===== src/rtl/pic_pkg.sv =====
package pic_pkg;
  typedef enum logic {
    REG_CMD_STAT = 1'b0,
    REG_BASE     = 1'b1
  } pic_reg_e;

  localparam logic [7:0] CMD_EOI_NONSPEC = 8'h20;
endpackage


===== src/rtl/pic_prio_enc.sv =====
// Lowest-index-first priority encoder.
module pic_prio_enc #(
  parameter int N = 8,
  localparam int IW = $clog2(N)
) (
  input  logic [N-1:0]  vec_i,
  output logic [N-1:0]  onehot_o,
  output logic [IW-1:0] idx_o
);
  logic [N:0] seen;
  assign seen[0] = 1'b0;

  for (genvar i = 0; i < N; i++) begin : g_line
    assign onehot_o[i]  = vec_i[i] & ~seen[i];
    assign seen[i+1]    = seen[i] | vec_i[i];
  end

  always_comb begin
    idx_o = '0;
    for (int i = 0; i < N; i++) begin
      if (onehot_o[i]) idx_o = IW'(i);
    end
  end
endmodule


===== src/rtl/pic_arbiter.sv =====
// Picks the most urgent pending line and decides whether it outranks
// every in-service line; also finds the most urgent in-service line.
module pic_arbiter #(
  parameter int N = 8,
  localparam int IW = $clog2(N)
) (
  input  logic [N-1:0]  req_i,
  input  logic [N-1:0]  isr_i,
  output logic          eligible_o,
  output logic [N-1:0]  cand_oh_o,
  output logic [IW-1:0] cand_idx_o,
  output logic [N-1:0]  isr_low_oh_o
);
  logic [N:0]   isr_clear_below;  // no in-service bit at index < i
  logic [N-1:0] outranks;         // line i beats all in-service lines

  assign isr_clear_below[0] = 1'b1;

  for (genvar i = 0; i < N; i++) begin : g_rank
    assign isr_low_oh_o[i]      = isr_i[i] & isr_clear_below[i];
    assign outranks[i]          = ~isr_i[i] & isr_clear_below[i];
    assign isr_clear_below[i+1] = isr_clear_below[i] & ~isr_i[i];
  end

  pic_prio_enc #(.N(N)) u_req_enc (
    .vec_i    (req_i),
    .onehot_o (cand_oh_o),
    .idx_o    (cand_idx_o)
  );

  assign eligible_o = |(cand_oh_o & outranks);
endmodule


===== src/rtl/pic_regs.sv =====
// Base vector register, command decode and registered read-back.
module pic_regs #(
  parameter int VEC_W = 8,
  parameter int N     = 8,
  parameter logic [VEC_W-1:0] BASE_RESET = 8'h08,
  localparam int IW   = $clog2(N),
  localparam int HI_W = VEC_W - IW
) (
  input  logic             clk,
  input  logic             rst,
  input  logic             wr_i,
  input  logic             rd_i,
  input  logic             addr_i,
  input  logic [VEC_W-1:0] wdata_i,
  input  logic [N-1:0]     isr_i,
  output logic [HI_W-1:0]  base_hi_o,
  output logic             eoi_o,
  output logic [VEC_W-1:0] rdata_o
);
  import pic_pkg::*;

  logic [HI_W-1:0]  base_hi_q;
  logic [VEC_W-1:0] rdata_q;

  assign eoi_o = wr_i && (addr_i == REG_CMD_STAT) &&
                 (wdata_i == VEC_W'(CMD_EOI_NONSPEC));

  always_ff @(posedge clk) begin
    if (rst) begin
      base_hi_q <= BASE_RESET[VEC_W-1:IW];
      rdata_q   <= '0;
    end else begin
      if (wr_i && addr_i == REG_BASE) base_hi_q <= wdata_i[VEC_W-1:IW];
      if (rd_i) begin
        if (addr_i == REG_BASE) rdata_q <= {base_hi_q, {IW{1'b0}}};
        else                    rdata_q <= VEC_W'(isr_i);
      end
    end
  end

  assign base_hi_o = base_hi_q;
  assign rdata_o   = rdata_q;
endmodule


===== src/rtl/pic_ctrl.sv =====
module pic_ctrl #(
  parameter int N_LINES = 8,
  parameter int VEC_W   = 8,
  parameter logic [VEC_W-1:0] BASE_RESET = 8'h08,
  localparam int IDX_W = $clog2(N_LINES),
  localparam int HI_W  = VEC_W - IDX_W
) (
  input  logic               clk,
  input  logic               rst,
  input  logic [N_LINES-1:0] irq_i,
  input  logic               ack_i,
  input  logic               reg_wr_i,
  input  logic               reg_rd_i,
  input  logic               reg_addr_i,
  input  logic [VEC_W-1:0]   reg_wdata_i,
  output logic [VEC_W-1:0]   reg_rdata_o,
  output logic               intr_o,
  output logic [VEC_W-1:0]   vec_o,
  output logic               vec_valid_o
);
  logic [N_LINES-1:0] req_q, isr_q;
  logic               intr_q, vv_q;
  logic [VEC_W-1:0]   vec_q;

  logic               eligible, grant, eoi_cmd;
  logic [N_LINES-1:0] cand_oh, isr_low_oh, grant_oh, eoi_oh;
  logic [IDX_W-1:0]   cand_idx;
  logic [HI_W-1:0]    base_hi;

  pic_arbiter #(.N(N_LINES)) u_arb (
    .req_i        (req_q),
    .isr_i        (isr_q),
    .eligible_o   (eligible),
    .cand_oh_o    (cand_oh),
    .cand_idx_o   (cand_idx),
    .isr_low_oh_o (isr_low_oh)
  );

  pic_regs #(.VEC_W(VEC_W), .N(N_LINES), .BASE_RESET(BASE_RESET)) u_regs (
    .clk       (clk),
    .rst       (rst),
    .wr_i      (reg_wr_i),
    .rd_i      (reg_rd_i),
    .addr_i    (reg_addr_i),
    .wdata_i   (reg_wdata_i),
    .isr_i     (isr_q),
    .base_hi_o (base_hi),
    .eoi_o     (eoi_cmd),
    .rdata_o   (reg_rdata_o)
  );

  assign grant    = ack_i & eligible;
  assign grant_oh = grant   ? cand_oh    : '0;
  assign eoi_oh   = eoi_cmd ? isr_low_oh : '0;

  always_ff @(posedge clk) begin
    if (rst) begin
      req_q  <= '0;
      isr_q  <= '0;
      intr_q <= 1'b0;
      vv_q   <= 1'b0;
      vec_q  <= '0;
    end else begin
      req_q  <= irq_i & ~grant_oh;
      isr_q  <= (isr_q & ~eoi_oh) | grant_oh;
      intr_q <= eligible & ~ack_i;
      vv_q   <= grant;
      if (grant) vec_q <= {base_hi, cand_idx};
    end
  end

  assign intr_o      = intr_q;
  assign vec_o       = vec_q;
  assign vec_valid_o = vv_q;

  // ---------------- assertions ----------------
  logic [N_LINES-1:0] more_urgent_mask;
  assign more_urgent_mask = (N_LINES'(1) << vec_q[IDX_W-1:0]) - N_LINES'(1);

  assert_vec_base_R2: assert property (@(posedge clk) disable iff (rst)
    grant |=> vec_o[VEC_W-1:IDX_W] == $past(base_hi));

  assert_isr_set_R6: assert property (@(posedge clk) disable iff (rst)
    vec_valid_o |-> isr_q[vec_o[IDX_W-1:0]]);

  assert_nest_order_R5: assert property (@(posedge clk) disable iff (rst)
    vec_valid_o |-> (isr_q & more_urgent_mask) == '0);

  assert_intr_drop_R4: assert property (@(posedge clk) disable iff (rst)
    ack_i |=> !intr_o);

  assert_eoi_single_R7: assert property (@(posedge clk) disable iff (rst)
    (eoi_cmd && !grant && isr_q != '0) |=>
      ($countones(isr_q) + 1 == $countones($past(isr_q))));

  assert_spurious_ack_R9: assert property (@(posedge clk) disable iff (rst)
    (ack_i && !eligible && !eoi_cmd) |=> (!vec_valid_o && $stable(isr_q)));
endmodule


===== config.mk =====
export PLATFORM = sky130hd
export DESIGN_NAME = pic_ctrl
export DESIGN_NICKNAME = d
export VERILOG_FILES = /design/src/rtl/pic_pkg.sv /design/src/rtl/pic_prio_enc.sv /design/src/rtl/pic_arbiter.sv /design/src/rtl/pic_regs.sv /design/src/rtl/pic_ctrl.sv
export SDC_FILE = /design/constraint.sdc
export NUM_CORES = 1
export LEC_CHECK = 0
export ABC_CLOCK_PERIOD_IN_PS = 2900
export CAP_MARGIN = 15
export CELL_PAD_IN_SITES_DETAIL_PLACEMENT = 0
export CELL_PAD_IN_SITES_GLOBAL_PLACEMENT = 1
export CORE_UTILIZATION = 30
export CTS_CLUSTER_DIAMETER = 40
export DETAILED_ROUTE_END_ITERATION = 12
export PLACE_DENSITY = 0.61
export SETUP_SLACK_MARGIN = 0.15
export SKIP_LAST_GASP = 1
export SYNTH_ARGS = -nofsm -noshare
export SYNTH_HDL_FRONTEND = slang
export SYNTH_HIERARCHICAL = 1
export SYNTH_SLANG_ARGS = --single-unit

===== constraint.sdc =====
create_clock -name clk -period 2.9 [get_ports clk]
set_input_delay 0.435 -clock clk [delete_from_list [all_inputs] [get_ports clk]]
set_output_delay 0.435 -clock clk [all_outputs]
set_load 0.02 [all_outputs]

==> metrics.yaml, run 1 <==
grt_antenna_before_repair: 0
numCtsBuffers: 5
critPathKind: "register to register"
cts_buffer_depth: 2
endpoint_kind: "register"
switching_share_pct: 28.1
reg2reg_depth: 6
die_w_um: 81.2
cell_internal_pwr_uw: 842
drt_iter0_markers: 60
synth_cell_types: 43
cts_sinks: 39
io_pins: 40
rsz0062_at_grt: "no"
syn_nets: 217
antenna_cells: 0
start_util_pct: 31.4
syn_inst: 195
drv_slew: 0
drc: 0
wire_per_inst_um: 14.1
seqPwrFrac_pct: 50.1
p_comb_share_pct: 18.5
hold_violations: 0
crit_fanout: 21
grt_pass1_vias: 1471
status: "completed"
port_buffers: 39
timing.slew.headroom_pct: 57.0
detail-route-antenna-nets: 0
path_clk_slew_ps: 80
fin_area_um2: 2410
clk_latency_ps: 290
worst_ep_required_time_ps: 3100
grt_max_degree: 22
cts-root-buf: "clkbuf_8"
drv_cap: 0
ys_warn_count: 6
ir_drop_mv: 0.260
area_delta_synth_final_pct: 28.1
setup-violations-final: 0
hold_path.class: "register to register"
routed_via_density: 5.02
critPathArrivalTime_ps: 2430
rows: 28
grt-ovfl-total: 0
grtUsageTotal_pct: 14.4
die_h_um: 81.2
grt_pass1_wl_mm: 7.10
power.clock.fraction_pct: 31.5
hpwl_mm: 3.19
final_layout_size_suffix_gt1_share_pct: 19.1
avgSynthCellArea_um2: 9.65
postCtsResizedCells: 0
cp-start-kind: "register"
dieArea_um2: 6590
drt_wl_total_mm: 4.36
htree_num_levels: 2
coreArea_um2: 5990
tightest_slew_ps: 642
hold_depth: 2
dr_total_vias: 1557
ys_seq_area_share_pct: 41.5
place_area_um2: 2320
clock_skew_ps: 7.18
tritoncts: "built"
setup_tns_ps: 0
post_cts_buffers: 0
p_leak_uw: 0.000888
fin_crit_ps: 2230
fin_crit_sh_pct: 77.0
gp_congestion: 0.716
syn_area_um2: 1880
max_freq_mhz: 448
synth-seq-cells: 39
dr.pass1.iters: 4
nets: 256
power.density_nw_per_um2: 486
power_switching_uw: 329
cts_hold_buf: 0
## power groups by stage
stage	clock network (µW)	logic, µW	registers (µW)
finish	368	216	586
global route	405	235	591
CTS	383	218	586
detailed placement	0	217	599
global placement	0	218	599
floorplan	0	130	608
## layer usage
metal / track usage, % / up-vias / share of wire (%)
li1: - / 790 / -
met4: 5.36 / 0 / 1.3
met2: 22.0 / 33 / 45
met5: 0 / - / 0
met1: 19.8 / 726 / 50
met3: 3.03 / 8 / 4.0
## flip-flops by register name, indices dropped and copies added, names as in the netlist
register          count
u_regs/rdata_o        8
req_q                 8
isr_q                 8
vec_valid_o           1
intr_o                1
vec_o                 8
u_regs/base_hi_o      5
## area by class of cell
cell class	count	area [µm²]
clock inverters	3	20.0
fillers	619	3580
inverters	4	15.0
clock buffers	5	68.8
repair buffers	48	458
flip-flops and latches	39	781
well taps	75	93.8
multi-input cells	136	975
## cells in the mapped netlist
| cell type | n | area (µm²) |
|---|---|---|
| inv_1 | 4 | 15.0 |
| clkbuf_1 | 4 | 15.0 |
| and2b_2 | 1 | 8.76 |
| and2_1 | 1 | 6.26 |
| and3b_1 | 9 | 78.8 |
| nand2b_1 | 4 | 25.0 |
| and2_2 | 1 | 7.51 |
| nor2b_1 | 2 | 12.5 |
| o211ai_1 | 1 | 7.51 |
| nor4_2 | 1 | 12.5 |
| or4_4 | 1 | 11.3 |
| mux2i_1 | 5 | 50.1 |
| o41ai_1 | 1 | 8.76 |
| nor4b_1 | 2 | 17.5 |
| buf_1 | 1 | 3.75 |
| buf_6 | 4 | 45.0 |
| or3_4 | 1 | 11.3 |
| buf_4 | 5 | 37.5 |
| nand2_1 | 1 | 3.75 |
| nand3b_1 | 3 | 22.5 |
| a311o_1 | 1 | 10.0 |
| nor3b_1 | 5 | 37.5 |
| a21oi_2 | 2 | 17.5 |
| a21oi_1 | 22 | 110 |
| a221o_1 | 1 | 10.0 |
| nor3_1 | 1 | 5.00 |
| a21boi_0 | 1 | 7.51 |
| dfxtp_1 | 39 | 781 |
| nor4_1 | 1 | 6.26 |
| a211oi_1 | 6 | 45.0 |
| nor3b_2 | 1 | 12.5 |
| buf_2 | 2 | 10.0 |
| or4b_4 | 1 | 13.8 |
| a21bo_2 | 17 | 170 |
| nor4_4 | 1 | 21.3 |
| nor2_1 | 12 | 45.0 |
| and3_1 | 2 | 12.5 |
| o21ai_0 | 2 | 10.0 |
| a221oi_1 | 1 | 8.76 |
| nand3_1 | 20 | 100 |
| or4b_2 | 1 | 10.0 |
| a21boi_1 | 1 | 7.51 |
| a21bo_1 | 3 | 30.0 |
## placed cells by master (no fill, tap or decap), drive strengths merged
| master | n |
|---|---|
| a211oi | 6 |
| a21bo | 20 |
| a21boi | 2 |
| a21oi | 24 |
| a221o | 1 |
| a221oi | 1 |
| a311o | 1 |
| and2 | 2 |
| and2b | 1 |
| and3 | 2 |
| and3b | 9 |
| buf | 9 |
| clkbuf | 5 |
| clkdlybuf4s50 | 39 |
| clkinv | 1 |
| clkinvlp | 2 |
| dfxtp | 39 |
| inv | 4 |
| mux2i | 5 |
| nand2 | 1 |
| nand2b | 4 |
| nand3 | 20 |
| nand3b | 3 |
| nor2 | 12 |
| nor2b | 2 |
| nor3 | 1 |
| nor3b | 6 |
| nor4 | 3 |
| nor4b | 2 |
| o211ai | 1 |
| o21ai | 2 |
| o41ai | 1 |
| or3 | 1 |
| or4 | 1 |
| or4b | 2 |
## final timing paths
path	from	end	slack [ps]
hold / removal	u_regs/rdata_o[2]$_SDFFE_PP0P_	u_regs/rdata_o[2]$_SDFFE_PP0P_	470
setup / recovery	isr_q[1]$_SDFF_PP0_	req_q[6]$_SDFF_PP0_	670
setup reg to reg	isr_q[1]$_SDFF_PP0_	req_q[6]$_SDFF_PP0_	670
hold reg to reg	u_regs/rdata_o[2]$_SDFFE_PP0P_	u_regs/rdata_o[2]$_SDFFE_PP0P_	470
## worst max-delay path, cell delays in order, from the launching register on
cell and delay, ps:
dfxtp_1 380, or4_4 560, or3_4 360, o211ai_1 230, buf_4 270, nand3_1 140
and3b_1 200
## cells by family after synthesis
kind of cell / Yosys count / share of synthesized area (%)
compound gates: 59 / 23.5
buf+inv: 20 / 6.71
simple gates: 72 / 25.6
flops: 39 / 41.5
mux: 5 / 2.66
## metrics by stage
stage | std cells | power, µW | worst slack, ps | util, % | hold WS (ps)
after floorplan | 195 | 738 | 875 | - | 451
after global placement | 302 | 818 | 618 | 38.8 | 457
after detailed placement | 302 | 816 | 613 | 38.8 | 461
after CTS | 310 | 1190 | 662 | 40.2 | 474
after global routing | 310 | 1230 | 540 | 40.2 | 506
final | 310 | 1170 | 667 | 40.2 | 470
Power figures use the tool's default switching activity.
==> inputs of run 2 (changes only) <==
- ABC_CLOCK_PERIOD_IN_PS: 2900 -> 1850
- PLACE_DENSITY: 0.61 -> 0.64
- clock period: 2.9 -> 1.85 ns (I/O delays scaled with it)
==> run 2 against run 1 <==
The run now ends with negative setup slack left. Clock-buffer cell count increased by 1. Routed wire length increased by 0.94%. Global-route usage about the same. Sequential power increased by 55%. Cell count increased by 6.1%. Critical path type unchanged. Critical endpoint is now req_q[7]$_SDFF_PP0_. Largest power group unchanged.
==> metrics.yaml, run 2 (synthesis results as in run 1) <==
final_common_cell: "clkdlybuf4s50_1"
status: "finished, violations left"
htree_num_levels: 2  # unchanged
critPathMaxStageDelay_ps: 540  # -20 ps
path_clk_slew_ps: 80  # about the same
drc: 0  # unchanged
rows: 28  # unchanged
dieArea_um2: 6590  # unchanged
dr_total_vias: 1592  # +2.2%
numCtsBuffers: 5  # unchanged
final_layout_size_suffix_gt1_share_pct: 30.7  # +12 points
grt_max_degree: 40  # +82%
worst_path_max_delay_cell: "or4_4"
drt_wl_total_mm: 4.40  # +0.94%
setup_tns_ps: -3400  # -3400 ps
clock_skew_ps: 4.84  # -2.33 ps
coreArea_um2: 5990  # unchanged
detail-route-antenna-nets: 0  # unchanged
nets: 276  # +7.8%
drv_cap: 0  # unchanged
fin_crit_sh_pct: 110  # +33 points
timing.slew.headroom_pct: 67.1  # +10 points
routed_via_density: 4.84  # -3.7%
cts_buffer_depth: 2  # unchanged
ir_drop_mv: 0.432  # +66%
crit_fanout: 6  # -71%
violations: "negative setup slack"
mostFrequentLayoutCells: "clkdlybuf4s50_1, dfxtp_1, buf_4, a21bo_2, a21oi_1"
antenna_cells: 0  # unchanged
hold_path.class: "register to register"
cts_hold_buf: 0  # unchanged
drv_slew: 0  # unchanged
cts_sinks: 39  # unchanged
rsz0062_at_grt: "yes"
drt_iter0_markers: 87  # +45%
endpoint_kind: "register"
grt_pass1_vias: 1495  # +1.6%
setup-violations-final: 26  # +26
cts-root-buf: "clkbuf_8"
grt-ovfl-total: 0  # unchanged
wire_per_inst_um: 13.4  # -4.9%
holdWs_ps: 473  # +2.83 ps
hold_violations: 0  # unchanged
area_delta_synth_final_pct: 42.6
die_w_um: 81.2  # unchanged
max_freq_mhz: 492  # +9.8%
fin_crit_ps: 2030  # -199 ps
critPathArrivalTime_ps: 2220  # -210 ps
gp_congestion: 0.726  # +1.3%
p_leak_uw: 0.00101  # +14%
clk_latency_ps: 290  # about the same
power.density_nw_per_um2: 721  # +49%
io_pins: 40  # unchanged
worst_slack_ps: -183  # -851 ps
cp-start-kind: "register"
die_h_um: 81.2  # unchanged
worst_ep_required_time_ps: 2040  # -1060 ps
r2r_slack_ps: -180  # -850 ps
start_util_pct: 31.4  # unchanged
grt_pass1_wl_mm: 7.13  # +0.38%
critPathKind: "register to register"
grtUsageTotal_pct: 14.5  # +0.023 points
port_buffers: 39  # unchanged
dr.pass1.iters: 4  # unchanged
tritoncts: "built"
grt_antenna_before_repair: 0  # unchanged
cp_cell_sequence: "or4_4 -> or3_4 -> o211ai_1 -> buf_4 -> nand3_1 -> and3b_1"
tightest_slew_ps: 492  # -150 ps
hpwl_mm: 3.10  # -2.9%
## run 2: cell types whose count changed in the layout (fill, tap and decap cells not counted), sizes merged
cell	delta
clkbuf	+1
buf	+20
clkinvlp	-2
## run 2: power by group
part | internal [µW] | leakage [µW] | total, µW | switching (µW)
clock network | 293 | 0.0000470 | 583 | 290
logic | 242 | 0.000647 | 442 | 200
registers | 881 | 0.000320 | 911 | 30.3
total | 1420 | 0.00101 | 1940 | 520
## run 2: final timing paths
path	cells past startpoint	from	endpoint
worst min register to register	2	u_regs/rdata_o[0]$_SDFFE_PP0P_	u_regs/rdata_o[0]$_SDFFE_PP0P_
worst max register to register	6	isr_q[1]$_SDFF_PP0_	req_q[7]$_SDFF_PP0_
worst max-delay path	6	isr_q[1]$_SDFF_PP0_	req_q[7]$_SDFF_PP0_
worst min-delay path	2	u_regs/rdata_o[0]$_SDFFE_PP0P_	u_regs/rdata_o[0]$_SDFFE_PP0P_
## run 2: cell type report
| class | instances | area (µm²) |
|---|---|---|
| Clock inverter | 1 | 5.00 |
| Timing Repair Buffer | 68 | 637 |
| Tap cell | 75 | 93.8 |
| Inverter | 4 | 15.0 |
| Multi-Input combinational cell | 136 | 1070 |
| Sequential cell | 39 | 783 |
| Clock buffer | 6 | 82.6 |
| Fill cell | 617 | 3310 |
## run 2: worst max-delay path, delay by kind of cell, from the launching register on
family / cells / cell delay, ps
simple gates: 4 / 1210
flops: 1 / 320
buf+inv: 1 / 200
compound gates: 1 / 210
## run 2: timing repair
item                                    4_1_cts  5_1_grt
gates cloned                                  0        0
setup buffers                                 0        0
endpoints found under the setup margin       26       26
pin swaps                                     4        2
gates resized for setup                       9        9
## run 2: layer usage
metal,GRT usage [%],vias to the layer above,share of wire (%)
li1,-,827,-
met5,0,-,0
met2,22.9,28,46
met4,4.29,0,0.75
met1,18.4,733,49
met3,4.94,4,4.4
## run 2: stage by stage
stage	util, %	total power [µW]	std cells	setup WS [ps]	area [µm²]
3_5_place_dp	41.7	1340	322	-201	2500
2_1_floorplan	-	1160	195	-141	1880
5_1_grt	44.8	2040	329	-292	2680
3_3_place_gp	41.7	1340	322	-193	2500
4_1_cts	44.0	1950	329	-188	2640
6_report	44.8	1940	329	-183	2680
==> inputs of run 3 (changes only) <==
- CORE_UTILIZATION: 30 -> 34
- PLACE_DENSITY: 0.64 -> 0.71
==> run 3 against run 2 <==
The flow still finishes with violations (negative setup slack). Sequential cell count unchanged. Routed wire length decreased by 3.8%. Maximum frequency is 1.3% higher. Design area shrank 4.6%. Hold slack got worse by 4.4 ps. Combinational power is 11% lower. Largest cell class unchanged. Largest power group unchanged.
==> metrics.yaml, run 3 (synthesis results as in run 1) <==
start_util_pct: 36.2  # +4.7 points
p_leak_uw: 0.000986  # -2.8%
critPathKind: "register to register"
drv_slew: 0  # unchanged
worst_slack_ps: -156  # +27.0 ps
dr_total_vias: 1552  # -2.5%
power.clock.fraction_pct: 33.2  # +3.1 points
switching_share_pct: 26.3  # -0.61 points
setup_tns_ps: -2960  # +443 ps
clock_skew_ps: 5.38  # +0.537 ps
area_delta_synth_final_pct: 36.1
power.density_nw_per_um2: 762  # +5.6%
dr.pass1.iters: 4  # unchanged
seqPwrFrac_pct: 46.7  # -0.4 points
crit_fanout: 10  # +4
drt_wl_total_mm: 4.24  # -3.8%
fillers: 540  # -12%
numCtsBuffers: 5  # unchanged
utilization_pct: 49.2  # +4.4 points
crit_top_cell: "buf_4"
gp_congestion: 0.740  # +1.9%
cts-root-buf: "clkbuf_8"
clk_latency_ps: 290  # about the same
power_switching_uw: 513  # -1.5%
cts_sinks: 39  # unchanged
antenna_cells: 0  # unchanged
p_comb_share_pct: 20.1  # -2.7 points
grt-ovfl-total: 0  # unchanged
die_w_um: 76.4  # -5.9%
timing.slew.headroom_pct: 67.2  # +0.15 points
cell_internal_pwr_uw: 1440  # +1.7%
violations: "negative setup slack"
hold_path.class: "register to register"
endpoint_kind: "register"
hpwl_mm: 2.99  # -3.4%
grt_max_degree: 40  # unchanged
status: "finished, violations left"
final_common_cell: "clkdlybuf4s50_1"
worst_path_max_delay_cell: "or4_4"
grt_pass1_wl_mm: 7.26  # +1.8%
mostFrequentLayoutCells: "clkdlybuf4s50_1, dfxtp_1, a21oi_1, buf_4, nand3_1"
drv_cap: 0  # unchanged
nets: 271  # -1.8%
routed_via_density: 4.85  # +0.23%
cp-start-kind: "register"
hold_violations: 0  # unchanged
detail-route-antenna-nets: 0  # unchanged
die_h_um: 76.4  # -5.9%
post_cts_buffers: 0  # unchanged
fin_area_um2: 2560  # -4.6%
critPathArrivalTime_ps: 2190  # -30 ps
cts_hold_buf: 0  # unchanged
io_pins: 40  # unchanged
ir_drop_mv: 0.443  # +2.5%
max_freq_mhz: 498  # +1.3%
drc: 0  # unchanged
dieArea_um2: 5840  # -11%
place_area_um2: 2460  # -1.8%
cts_buffer_depth: 2  # unchanged
port_buffers: 39  # unchanged
critPathMaxStageDelay_ps: 540  # about the same
tightest_slew_ps: 490  # -2.28 ps
holdWs_ps: 469  # -4.40 ps
grtUsageTotal_pct: 15.6  # +1.1 points
drt_iter0_markers: 102  # +17%
cp_cell_sequence: "or4_4 -> or3_4 -> o211ai_1 -> buf_4 -> buf_4 -> a21bo_2 -> a21oi_1"
path_clk_slew_ps: 80  # about the same
worst_ep_required_time_ps: 2040  # about the same
fin_crit_sh_pct: 108  # -1.5 points
setup-violations-final: 26  # unchanged
grt_pass1_vias: 1478  # -1.1%
htree_num_levels: 2  # unchanged
coreArea_um2: 5200  # -13%
final_layout_size_suffix_gt1_share_pct: 25.2  # -5.5 points
rows: 26  # -7.1%
grt_antenna_before_repair: 0  # unchanged
rsz0062_at_grt: "yes"
wire_per_inst_um: 13.2  # -1.1%
fin_crit_ps: 2010  # -27.0 ps
post-place-ws_ps: -229  # -28.3 ps
tritoncts: "built"
run 3: critical path: cells and delay by family (launching register included):
family,cells,cell delay (ps)
AND/OR/NAND/NOR,2,890
buffers and inverters,2,350
AO/OA/AOI/OAI,3,330
flip-flops,1,320
run 3: cell type report:
cell class | instances | area, µm² | share of cell area, %
multi-input cells | 136 | 975 | 38.1
flip-flops and latches | 39 | 785 | 30.6
repair buffers | 63 | 596 | 23.3
clock buffers | 7 | 96.3 | 3.76
well taps | 70 | 87.6 | 3.42
inverters | 4 | 15.0 | 0.586
clock inverters | 1 | 7.51 | 0.293
run 3: worst paths after layout:
check / start / endpoint / slack [ps] / cells after the start
setup / recovery: isr_q[1]$_SDFF_PP0_ / vec_o[1]$_SDFFE_PP0N_ / -160 / 7
hold / removal: u_regs/rdata_o[1]$_SDFFE_PP0P_ / u_regs/rdata_o[1]$_SDFFE_PP0P_ / 470 / 2
setup reg to reg: isr_q[1]$_SDFF_PP0_ / vec_o[1]$_SDFFE_PP0N_ / -160 / 7
hold reg to reg: u_regs/rdata_o[1]$_SDFFE_PP0P_ / u_regs/rdata_o[1]$_SDFFE_PP0P_ / 470 / 2
run 3: what timing repair did:
item / in CTS / in global routing
gates resized for setup: 0 / 1
setup endpoints to repair: 26 / 26
endpoints found under the hold margin: 0 / 0
run 3: power by group through the flow:
| stage | Sequential, µW | Clock (µW) | Combinational [µW] |
|---|---|---|---|
| floorplan | 953 | 0 | 204 |
| global placement | 931 | 0 | 392 |
| detailed placement | 931 | 0 | 396 |
| CTS | 912 | 670 | 397 |
| global route | 918 | 704 | 430 |
| finish | 911 | 648 | 393 |
run 3: through the flow:
step,instances,total power (µW)
floorplan,195,1160
global placement,312,1320
detailed placement,312,1330
CTS,320,1980
global route,320,2050
finish,320,1950
run 3: metal layers:
layer  share of wire (%)  up-vias  routed length (µm)  GRT usage, %
met1                  50      703                2140          21.2
met5                   0        -                   0             0
met2                  44       28                1880          23.7
met4                 1.1        0                  48          4.62
li1                    -      815                   -             -
met3                 4.1        6                 175          4.43
